$ cat src/rtl/rx_slot_timer.sv
module rx_slot_timer #(
  parameter int SLOT_BITS = 8,
  parameter int E1_SLOTS  = 32,
  parameter int DS1_SLOTS = 24,
  parameter int MF_FRAMES = 16
) (
  input  logic                        clk,
  input  logic                        rst_n,
  input  logic                        bit_en,
  input  logic                        frame_start,
  input  logic                        mf_start,
  input  logic                        e1_mode,
  input  logic                        frac_on,
  input  logic                        frac_gapped,
  input  logic                        ccs_sel,
  input  logic [E1_SLOTS-1:0]         slot_mask,
  output logic [$clog2(E1_SLOTS)-1:0] slot_num,
  output logic                        slot_strobe,
  output logic                        frac_out,
  output logic                        mf_sync
);
  localparam int E1_LAST  = SLOT_BITS * E1_SLOTS - 1;
  localparam int DS1_LAST = SLOT_BITS * DS1_SLOTS;
  localparam int POS_W    = $clog2(E1_LAST + 1);
  localparam int BIT_W    = $clog2(SLOT_BITS);
  localparam int SN_W     = $clog2(E1_SLOTS);
  localparam int FC_W     = $clog2(MF_FRAMES);

  logic [POS_W-1:0] pos, npos, pidx, last;
  logic [SN_W-1:0]  nslot;
  logic [BIT_W-1:0] nbit;
  logic [FC_W-1:0]  fc, nfc;
  logic             fbit, sel, bnd;
  logic             gap_q, frac_lvl, frac_pls;

  assign last  = e1_mode ? POS_W'(E1_LAST) : POS_W'(DS1_LAST);
  assign npos  = (frame_start || pos >= last) ? '0 : pos + 1'b1;
  assign bnd   = (npos == '0);
  assign fbit  = !e1_mode && bnd;
  assign pidx  = e1_mode ? npos : npos - 1'b1;
  assign nslot = pidx[POS_W-1:BIT_W];
  assign nbit  = pidx[BIT_W-1:0];
  assign sel   = frac_on && !fbit && slot_mask[nslot];
  assign nfc   = !bnd ? fc : (frame_start && mf_start) ? '0 : fc + 1'b1;

  assign frac_out = gap_q ? frac_pls : frac_lvl;

  always_ff @(posedge clk or negedge rst_n) begin
    if (!rst_n) begin
      pos         <= '1;
      fc          <= '1;
      slot_num    <= '0;
      slot_strobe <= 1'b0;
      mf_sync     <= 1'b0;
      gap_q       <= 1'b0;
      frac_lvl    <= 1'b0;
      frac_pls    <= 1'b0;
    end else begin
      frac_pls <= bit_en && sel;
      if (bit_en) begin
        pos         <= npos;
        fc          <= nfc;
        if (!fbit) slot_num <= nslot;
        slot_strobe <= !fbit && (nbit == BIT_W'(SLOT_BITS - 1));
        mf_sync     <= e1_mode && !ccs_sel && bnd && (nfc == '0);
        gap_q       <= frac_gapped;
        frac_lvl    <= sel;
      end
    end
  end
endmodule

$ cat config.mk
export PLATFORM = sky130hd
export DESIGN_NAME = rx_slot_timer
export DESIGN_NICKNAME = d
export VERILOG_FILES = /design/src/rtl/rx_slot_timer.sv
export SDC_FILE = /design/constraint.sdc
export NUM_CORES = 1
export LEC_CHECK = 0
export CAP_MARGIN = 10
export CORE_MARGIN = 1
export CORE_UTILIZATION = 37
export DETAILED_ROUTE_END_ITERATION = 7
export PLACE_DENSITY = 0.75
export RECOVER_POWER = 50
export SYNTH_ARGS = -nofsm -noshare
export SYNTH_HDL_FRONTEND = slang
export SYNTH_SLANG_ARGS = --single-unit
export TNS_END_PERCENT = 50
$ cat constraint.sdc
create_clock -name clk -period 4.3 [get_ports clk]
set_input_delay 0.645 -clock clk [delete_from_list [all_inputs] [get_ports clk]]
set_output_delay 0.645 -clock clk [all_outputs]
set_load 0.1 [all_outputs]
# Word level (Yosys, flattened, before mapping)

Index checks and enable logic that the tools add are counted.

Eq/ne operators: 1
Reductions and logical operators: 16
Add/subtract/negate cells: 3
Divide/modulo/power cells: 0
Shifts and indexed selects: 0
$lt $le $gt $ge: 2
Muxes and demuxes: 8
Multipliers: 0
Bitwise operators: 1

Operator list:

| kind                                                | count |
|---|---|
| 2-to-1 mux 8 bit                                    | 2 |
| logical AND 1 bit                                   | 9 |
| adder 8 x 1 -> 8 bit (second input constant)        | 1 |
| >= comparator 8 bit                                 | 1 |
| zero test 8 bit                                     | 1 |
| 2-to-1 mux 4 bit                                    | 2 |
| subtractor 8 x 1 -> 8 bit (second input constant)   | 1 |
| < comparator 5 x 6 -> 1 bit (second input constant) | 1 |
| 2-to-1 mux 6 bit                                    | 1 |
| binary-select mux 1 bit (select 5 bit)              | 1 |
| adder 4 x 1 -> 4 bit (second input constant)        | 1 |
| zero test 4 bit                                     | 1 |
| == test 3 bit (second input constant)               | 1 |
| zero test 1 bit                                     | 3 |
| 2-to-1 mux 1 bit                                    | 2 |
| AND reduction 2 bit                                 | 1 |
| logical OR 1 bit                                    | 1 |
| NOT 1 bit                                           | 1 |

Bits in read-only memories: 0
Bits in writable memories: 0
Register bits: 22
Bits in latches: 0
Input port bits: 41
Output and inout bits: 8
Memories: 0
Logic and storage cells: 39

# Longest topological paths before layout

Gate-level depths: netlist (run 1).

Word-level depth: 10
Gate-level depth with buffers: 17
Mapped depth without buffers: 15

# Worst setup path before layout (run 1)

No wires, ideal clock.

Path kind: input to register
Start point: input port e1_mode
End point: register frac_lvl
Setup time: 0.121 ns
Slack: -0.308 ns
Arrival: 4.487 ns
Data required time: 4.179 ns
Path buffers: 2
Stages on the path: 17
Path through: clkbuf_8 -> inv_1 -> ha_1 -> a211oi_1 -> a2bb2oi_2 -> o21a_1 -> buf_1 -> nand2_1 -> ha_1 -> and2b_2 -> and2_4 -> or3_4 -> nand2_8 -> mux2_4 -> a31o_1 -> o311a_1 -> a32o_2

Cells in the longest elaborated chain, start to end: 9
Elaborated cells between the ends (all ways): 14
Classes of those cells: add/sub: 1; order compare: 1; mux: 5; reduce/logical: 7

RTL lines:

| item                                                                        | line   | source |
|---|---|---|
| start, declared                                                             | 12     | `input logic e1_mode,` |
| 2-to-1 mux 6 bit                                                            | 36     | `assign last = e1_mode ? POS_W'(E1_LAST) : POS_W'(DS1_LAST);` |
| >= comparator 8 bit                                                         | 37     | `assign npos = (frame_start \|\| pos >= last) ? '0 : pos + 1'b1;` |
| logical OR 1 bit                                                            | 37     |  |
| 2-to-1 mux 8 bit                                                            | 37     |  |
| subtractor 8 x 1 -> 8 bit or zero test 8 bit (tied branches)                | 40, 38 |  |
| 2-to-1 mux 8 bit or logical AND 1 bit (tied branches)                       | 40, 39 |  |
| binary-select mux 1 bit (select 5 bit) or zero test 1 bit (tied branches)   | 43     | `assign sel = frac_on && !fbit && slot_mask[nslot];` |
| 2-to-1 mux 1 bit (implied by the code) or logical AND 1 bit (tied branches) | 43     |  |
| logical AND 1 bit *                                                         | 43     |  |
| end signal, assigned                                                        | 67     | `frac_lvl <= sel;` |
| end, declared                                                               | 34     | `logic gap_q, frac_lvl, frac_pls;` |

Mark *: on every way between the ends. The rest lies on a longest branch, timed or not. The select of a mux whose other input is x is not followed.
A chain may end at the register's enable or synchronous reset.

# Final worst setup path (run 1)

Ends and elaborated chain as after synthesis.

==> results of run 1 <==
## placed cells by master (no fill, tap or decap), drive strengths merged, types with 5 or more instances in the layout
cell / instances
mux2: 9
nand2: 19
a21oi: 14
buf: 21
o21ai: 16
ha: 9
xor2: 5
clkdlybuf4s50: 45
dfrtp: 10
nand3: 10
nor2: 10
xnor2: 7
dfstp: 12
a21o: 6
nor3: 11
mux2i: 15
## stage by stage
stage                     cell area [sq um]  worst slack, ns  instances
final                                  2930            0.372        366
after global routing                   2930            0.257        366
after CTS                              2920         0.000684        365
after detailed placement               2840           -0.295        360
after global placement                 2840           -0.246        360
after floorplan                        2250           0.0409        235
## flip-flops by register name, summed over array words and instances (netlist names)
signal	flops
pos	8
slot_num	5
fc	4
frac_lvl	1
frac_pls	1
gap_q	1
mf_sync	1
slot_strobe	1
## cell type report
| cell class | count | area (sq um) |
|---|---|---|
| Sequential cell | 22 | 566 |
| Timing Repair Buffer | 70 | 644 |
| Clock buffer | 3 | 41.3 |
| Tap cell | 72 | 90.1 |
| Clock inverter | 1 | 30.0 |
| Multi-Input combinational cell | 194 | 1540 |
| Inverter | 4 | 18.8 |
| Fill cell | 528 | 2650 |
## worst max-delay path, stage by stage
cell and delay [ns]:
dlymetal6s2s_1 0.15, clkinvlp_4 0.21, ha_4 0.27, a211oi_2 0.24
a2bb2oi_2 0.17, o21a_2 0.21, nand2_4 0.07, ha_4 0.17
and2b_2 0.19, and2_4 0.14, or3_4 0.42, nand2_8 0.10
mux2i_1 0.21, o21ai_0 0.09, or4_1 0.54, a32o_2 0.28
## cell usage after synthesis, types with 6 or more instances
library cell,number
nand3_1,10
dfstp_2,12
a21o_1,6
dfrtp_1,10
a21oi_1,14
o21ai_0,13
nor2_1,10
ha_1,9
nor3_1,11
mux2i_1,14
mux2_2,8
nand2_1,17
## cells by family (layout without fill, tap and decap cells)
group | after synthesis | count (layout) | synth area share
and+or+nand+nor | 78 | 78 | 0.213
adders and majority gates | 9 | 9 | 0.0518
buffers and inverters | 19 | 78 | 0.0588
xor gates and xnor gates | 12 | 12 | 0.0639
muxes | 24 | 24 | 0.119
DFF | 22 | 22 | 0.260
AOI/OAI and AO/OA | 71 | 71 | 0.233
## path summary, 6_finish.rpt
| kind | end | slack (ns) | cells past startpoint |
|---|---|---|---|
| setup reg to reg | frac_lvl | 0.43 | 14 |
| hold reg to reg | mf_sync | 0.49 | 1 |
| min in group asynchronous | mf_sync | 1.00 | 1 |
| max in group asynchronous | gap_q | 2.67 | 1 |
| setup / recovery | frac_lvl | 0.37 | 16 |
| hold / removal | mf_sync | 0.49 | 1 |
## power groups by stage
stage | logic (uW) | registers, uW | clock network (uW)
2_1_floorplan | 478 | 454 | 0
3_3_place_gp | 762 | 344 | 0
3_5_place_dp | 775 | 347 | 0
4_1_cts | 779 | 343 | 210
5_1_grt | 839 | 354 | 214
6_report | 778 | 343 | 203
## what timing repair did
item,in CTS,in global routing
endpoints found under the setup margin,1,2
setup buffers,1,1
hold endpoints to repair,0,0
pin swaps,0,1
gates cloned,0,0
gates resized for setup,0,2
## routing by layer
metal	share of wire	GRT usage	wire, microns	vias to the layer above
met5	0	0	0	-
met3	0.047	0.0233	262	12
met1	0.43	0.231	2390	957
met4	0.024	0.0815	133	0
li1	-	-	-	1006
met2	0.50	0.327	2810	61
==> run summary, run 1 <==
CTS Sinks - 22
Cts hold-fix bufs - 0
Tmin final - 3.93 ns
Total wire length - 5600 microns
Library cells used by synthesis - 72
Chip width - 78.6 microns
Endpoint type of the worst setup path - register
Vias/cell - 5.56
Post-Syn Instances - 235
Combinational Power Share - 0.587
Vias in the first global route - 1963
FP Rows - 27
Final hold slack - 0.494 ns
Largest net degree at the start of global routing - 23
Syn avg cell area - 9.24 sq um
Switching Fraction - 0.447
Core area - 0.00557 sq mm
Final net count - 345
CTS Root Cell - clkbuf_8
Critical-path maximum fanout - 6
Int Pwr - 733 uW
Hold path startpoint - mf_sync
Grt ovf - 0
Initial Util - 0.390
Most common flop cell mapped by yosys - dfstp_2
Crit path kind - in -> reg
Critical Path AT - 4.10 ns
DR pass1 iterations - 4
Util after Layout - 0.525
RR Startpoint - pos[5]
Top cell type's share of synthesized area - 0.145
Vias - 2036
I/O Buffers - 48
VDD IR max - 0.323 mV
Drt wl/cell - 15.3 microns
Total power - 1320 uW
Share of layout cells above drive strength 1 - 0.272
GRT Resource Usage Total - 0.188
Die Area - 0.00618 sq mm
Final hold viol count - 0
Synth-to-layout area growth - 34.7%
GP Congestion - 0.867
Worst Skew - 0.00339 ns
FFs w/ async S/R, synth - 1.00
Syn Nets - 285
Cts bufs inserted - 3
Dpl hpwl - 4280 microns
Synth area leaders - dfstp_2, dfrtp_1, mux2i_1
Post-synth EDFFs - 0
Global-route wire length before repair - 9140 microns
Worst slew pin tran - 1.05 ns
Reg power frac - 0.259
Outcome - completed
Maximum clock rate - 255 MHz
N_diodes - 0
Slew Limit Headroom - 0.297
H-tree levels - 1
Power per cell area - 453 mW/mm^2
Routed Antenna Nets - 0
Count of final max-slew check failures - 0
Synth area leader - dfstp_2
Post-synth design cell area - 0.00217 sq mm
Post-synthesis sequential area ratio - 0.260
Worst hold path type - reg -> reg
Final Cycle Share - 0.913
Setup violators final - 0
Setup TNS - 0 ns
Iter 0 DRT Violations - 131
CP Launch Type - input pin
Seq cells post-synth - 22
RSZ-0062 raised after global routing - false
Clk_lat worst skew - 0.28 ns
Initial antenna violation count - 0
Ports - 49
Crit path from - e1_mode
Max-cap violations - 0
Clock power frac - 0.153
YS warnings - 0
NetSw - 592 uW
LEAKAGE - 0.00119 uW
DIE HEIGHT - 78.6 microns
Clock transition at the registers of the reported paths - 0.09 ns
CTS tree - done
Buffer depth of the longest clock path - 2
WP data required - 4.47 ns
Drt drc - 0
Note: power is estimated with default switching activity, not from simulation.
==> run 2, diff against run 1 <==
- SKIP_LAST_GASP: not set -> 1
==> results of run 2 <==
Final layout, timing and power as in run 1 (identical DEF).
==> run 3, diff against run 2 <==
- CORE_ASPECT_RATIO: not set -> 0.75
- PLACE_DENSITY: 0.75 -> 0.73
- clock period: 4.3 -> 4 ns (I/O delays scaled with it)
==> run 3 against run 2 <==
Effect of this change: worst hold slack better by 0.019 ns; clock power down 16%; combinational power up 17%; cell area up 3.0%; clock skew up 0.0036 ns; critical path depth unchanged; cell count up 4.4%; worst setup slack worse by 0.23 ns; highest routed layer unchanged.
==> run summary, run 3 (synthesis results as in run 1) <==
Largest net degree at the start of global routing - 23
Critical Path AT - 4.02 ns
Initial antenna violation count - 0
RSZ-0062 raised after global routing - false
Initial Util - 0.395
N_diodes - 0
Core area - 0.00550 sq mm
VDD IR max - 0.172 mV
Clk_lat worst skew - 0.27 ns
Final Cycle Share - 0.964
GP Congestion - 0.923
Cts bufs inserted - 3
Endpoint type of the worst setup path - register
Commonest non-fill, non-tap cell in the layout - clkdlybuf4s50_1
Dpl hpwl - 4710 microns
Worst path most repeated cell - ha_4
Critical-path maximum fanout - 6
Outcome - completed
Top Registers - pos x8, slot_num x5, fc x4
Ports - 49
Worst Skew - 0.00695 ns
Count of final max-slew check failures - 0
Vias/cell - 5.47
Max-cap violations - 0
CTS tree - done
CTS Sinks - 22
Slowest stage delay, CP - 0.55 ns
Slew Limit Headroom - 0.281
Grt ovf - 0
Tmin final - 3.86 ns
Vias in the first global route - 2037
CTS Root Cell - clkbuf_8
CP Cell Sequence - clkbuf_2 > clkinvlp_4 > ha_4 > a211oi_2 > a2bb2oi_2 > o21a_2 > nand2_2 > ha_4 > and2b_2 > and2_4 > or3_4 > nand2_8 > mux2i_1 > o21ai_0 > or4_1 > a32o_2
Crit path from - e1_mode
Worst hold path type - reg -> reg
DIE HEIGHT - 68.4 microns
Share of layout cells above drive strength 1 - 0.309
CP max-delay cell - or4_1
Largest register FFs - 8
WP data required - 4.16 ns
Die Area - 0.00618 sq mm
LEAKAGE - 0.00124 uW
Chip width - 90.5 microns
Buffer depth of the longest clock path - 2
Total power - 1430 uW
Reg2reg end - frac_lvl
Synth-to-layout area growth - 38.8%
DR pass1 iterations - 4
Reg2Reg Depth - 15
H-tree levels - 1
Setup TNS - 0 ns
CP Launch Type - input pin
I/O Buffers - 48
Power per cell area - 473 mW/mm^2
GRT Resource Usage Total - 0.206
RR Startpoint - pos[0]
Iter 0 DRT Violations - 112
Most flops, register - pos
R2r setup slk - 0.19 ns
Final hold viol count - 0
Final net count - 358
Worst Setup EP - frac_lvl
Setup violators final - 0
Clock transition at the registers of the reported paths - 0.09 ns
Worst slew pin tran - 1.07 ns
Commonest non-fill, non-tap cells in the layout - clkdlybuf4s50_1, buf_4, nand2_1
FP Rows - 23
Vias - 2088
Maximum clock rate - 259 MHz
Drt wl/cell - 15.6 microns
Global-route wire length before repair - 10000 microns
Cts hold-fix bufs - 0
Drt drc - 0
Crit path kind - in -> reg
Total wire length - 5970 microns
Routed Antenna Nets - 0
## run 3: routing by layer
layer	wire, microns	track usage	part of all wire
met1	2760	0.274	0.46
met4	55	0.0504	0.0092
met3	442	0.0456	0.074
met5	0	0	0
met2	2710	0.345	0.45
## run 3: cell type report
class                      instances  area, sq um
inverter                           4         18.8
multi-input combinational        194         1550
clock buffer                       4         55.1
timing repair buffer              83          734
fill                             494         2480
tap                               75         93.8
sequential                        22          566
## run 3: report_power, final
group | leakage [uW] | switching [uW] | internal (uW) | total, uW
Combinational | 0.000963 | 518 | 390 | 909
Sequential | 0.000252 | 48.9 | 298 | 347
Clock | 0.0000288 | 81.8 | 88.1 | 170
## run 3: how the worst min path moves through the flow
stage	from	to	slack [ns]	cells after the start
after floorplan	rst_n	frac_lvl	0.30	0
after global placement	mf_sync	mf_sync	0.48	1
after CTS	fc[1]	fc[1]	0.52	2
after detailed placement	frac_lvl	frac_lvl	0.51	1
final	fc[1]	fc[1]	0.51	2
after global routing	frac_lvl	frac_lvl	0.55	1
## run 3: per-stage QoR
stage | std cells | utilization | worst slack (ns) | cell area (sq um) | hold WS [ns]
after CTS | 382 | 0.547 | 0.00880 | 3010 | 0.517
final | 382 | 0.548 | 0.144 | 3010 | 0.512
after global routing | 382 | 0.548 | 0.0285 | 3010 | 0.553
after floorplan | 235 | - | -0.203 | 2250 | 0.304
after detailed placement | 376 | 0.535 | -0.582 | 2940 | 0.505
after global placement | 376 | 0.535 | -0.502 | 2940 | 0.476
## run 3: what timing repair did
item                                    CTS  global route
hold endpoints to repair                  0             0
setup buffers                             2             0
pin swaps                                 0             2
endpoints found under the setup margin    2             2
resized for setup                         1             5
## run 3: worst max-delay path: cells and delay by family
family / cells / cell delay (ns)
AO/OA/AOI/OAI: 5 / 1.00
multiplexers: 1 / 0.23
AND/OR/NAND/NOR: 6 / 1.48
buffers and inverters: 2 / 0.29
adder cells (fa/ha/maj): 2 / 0.41
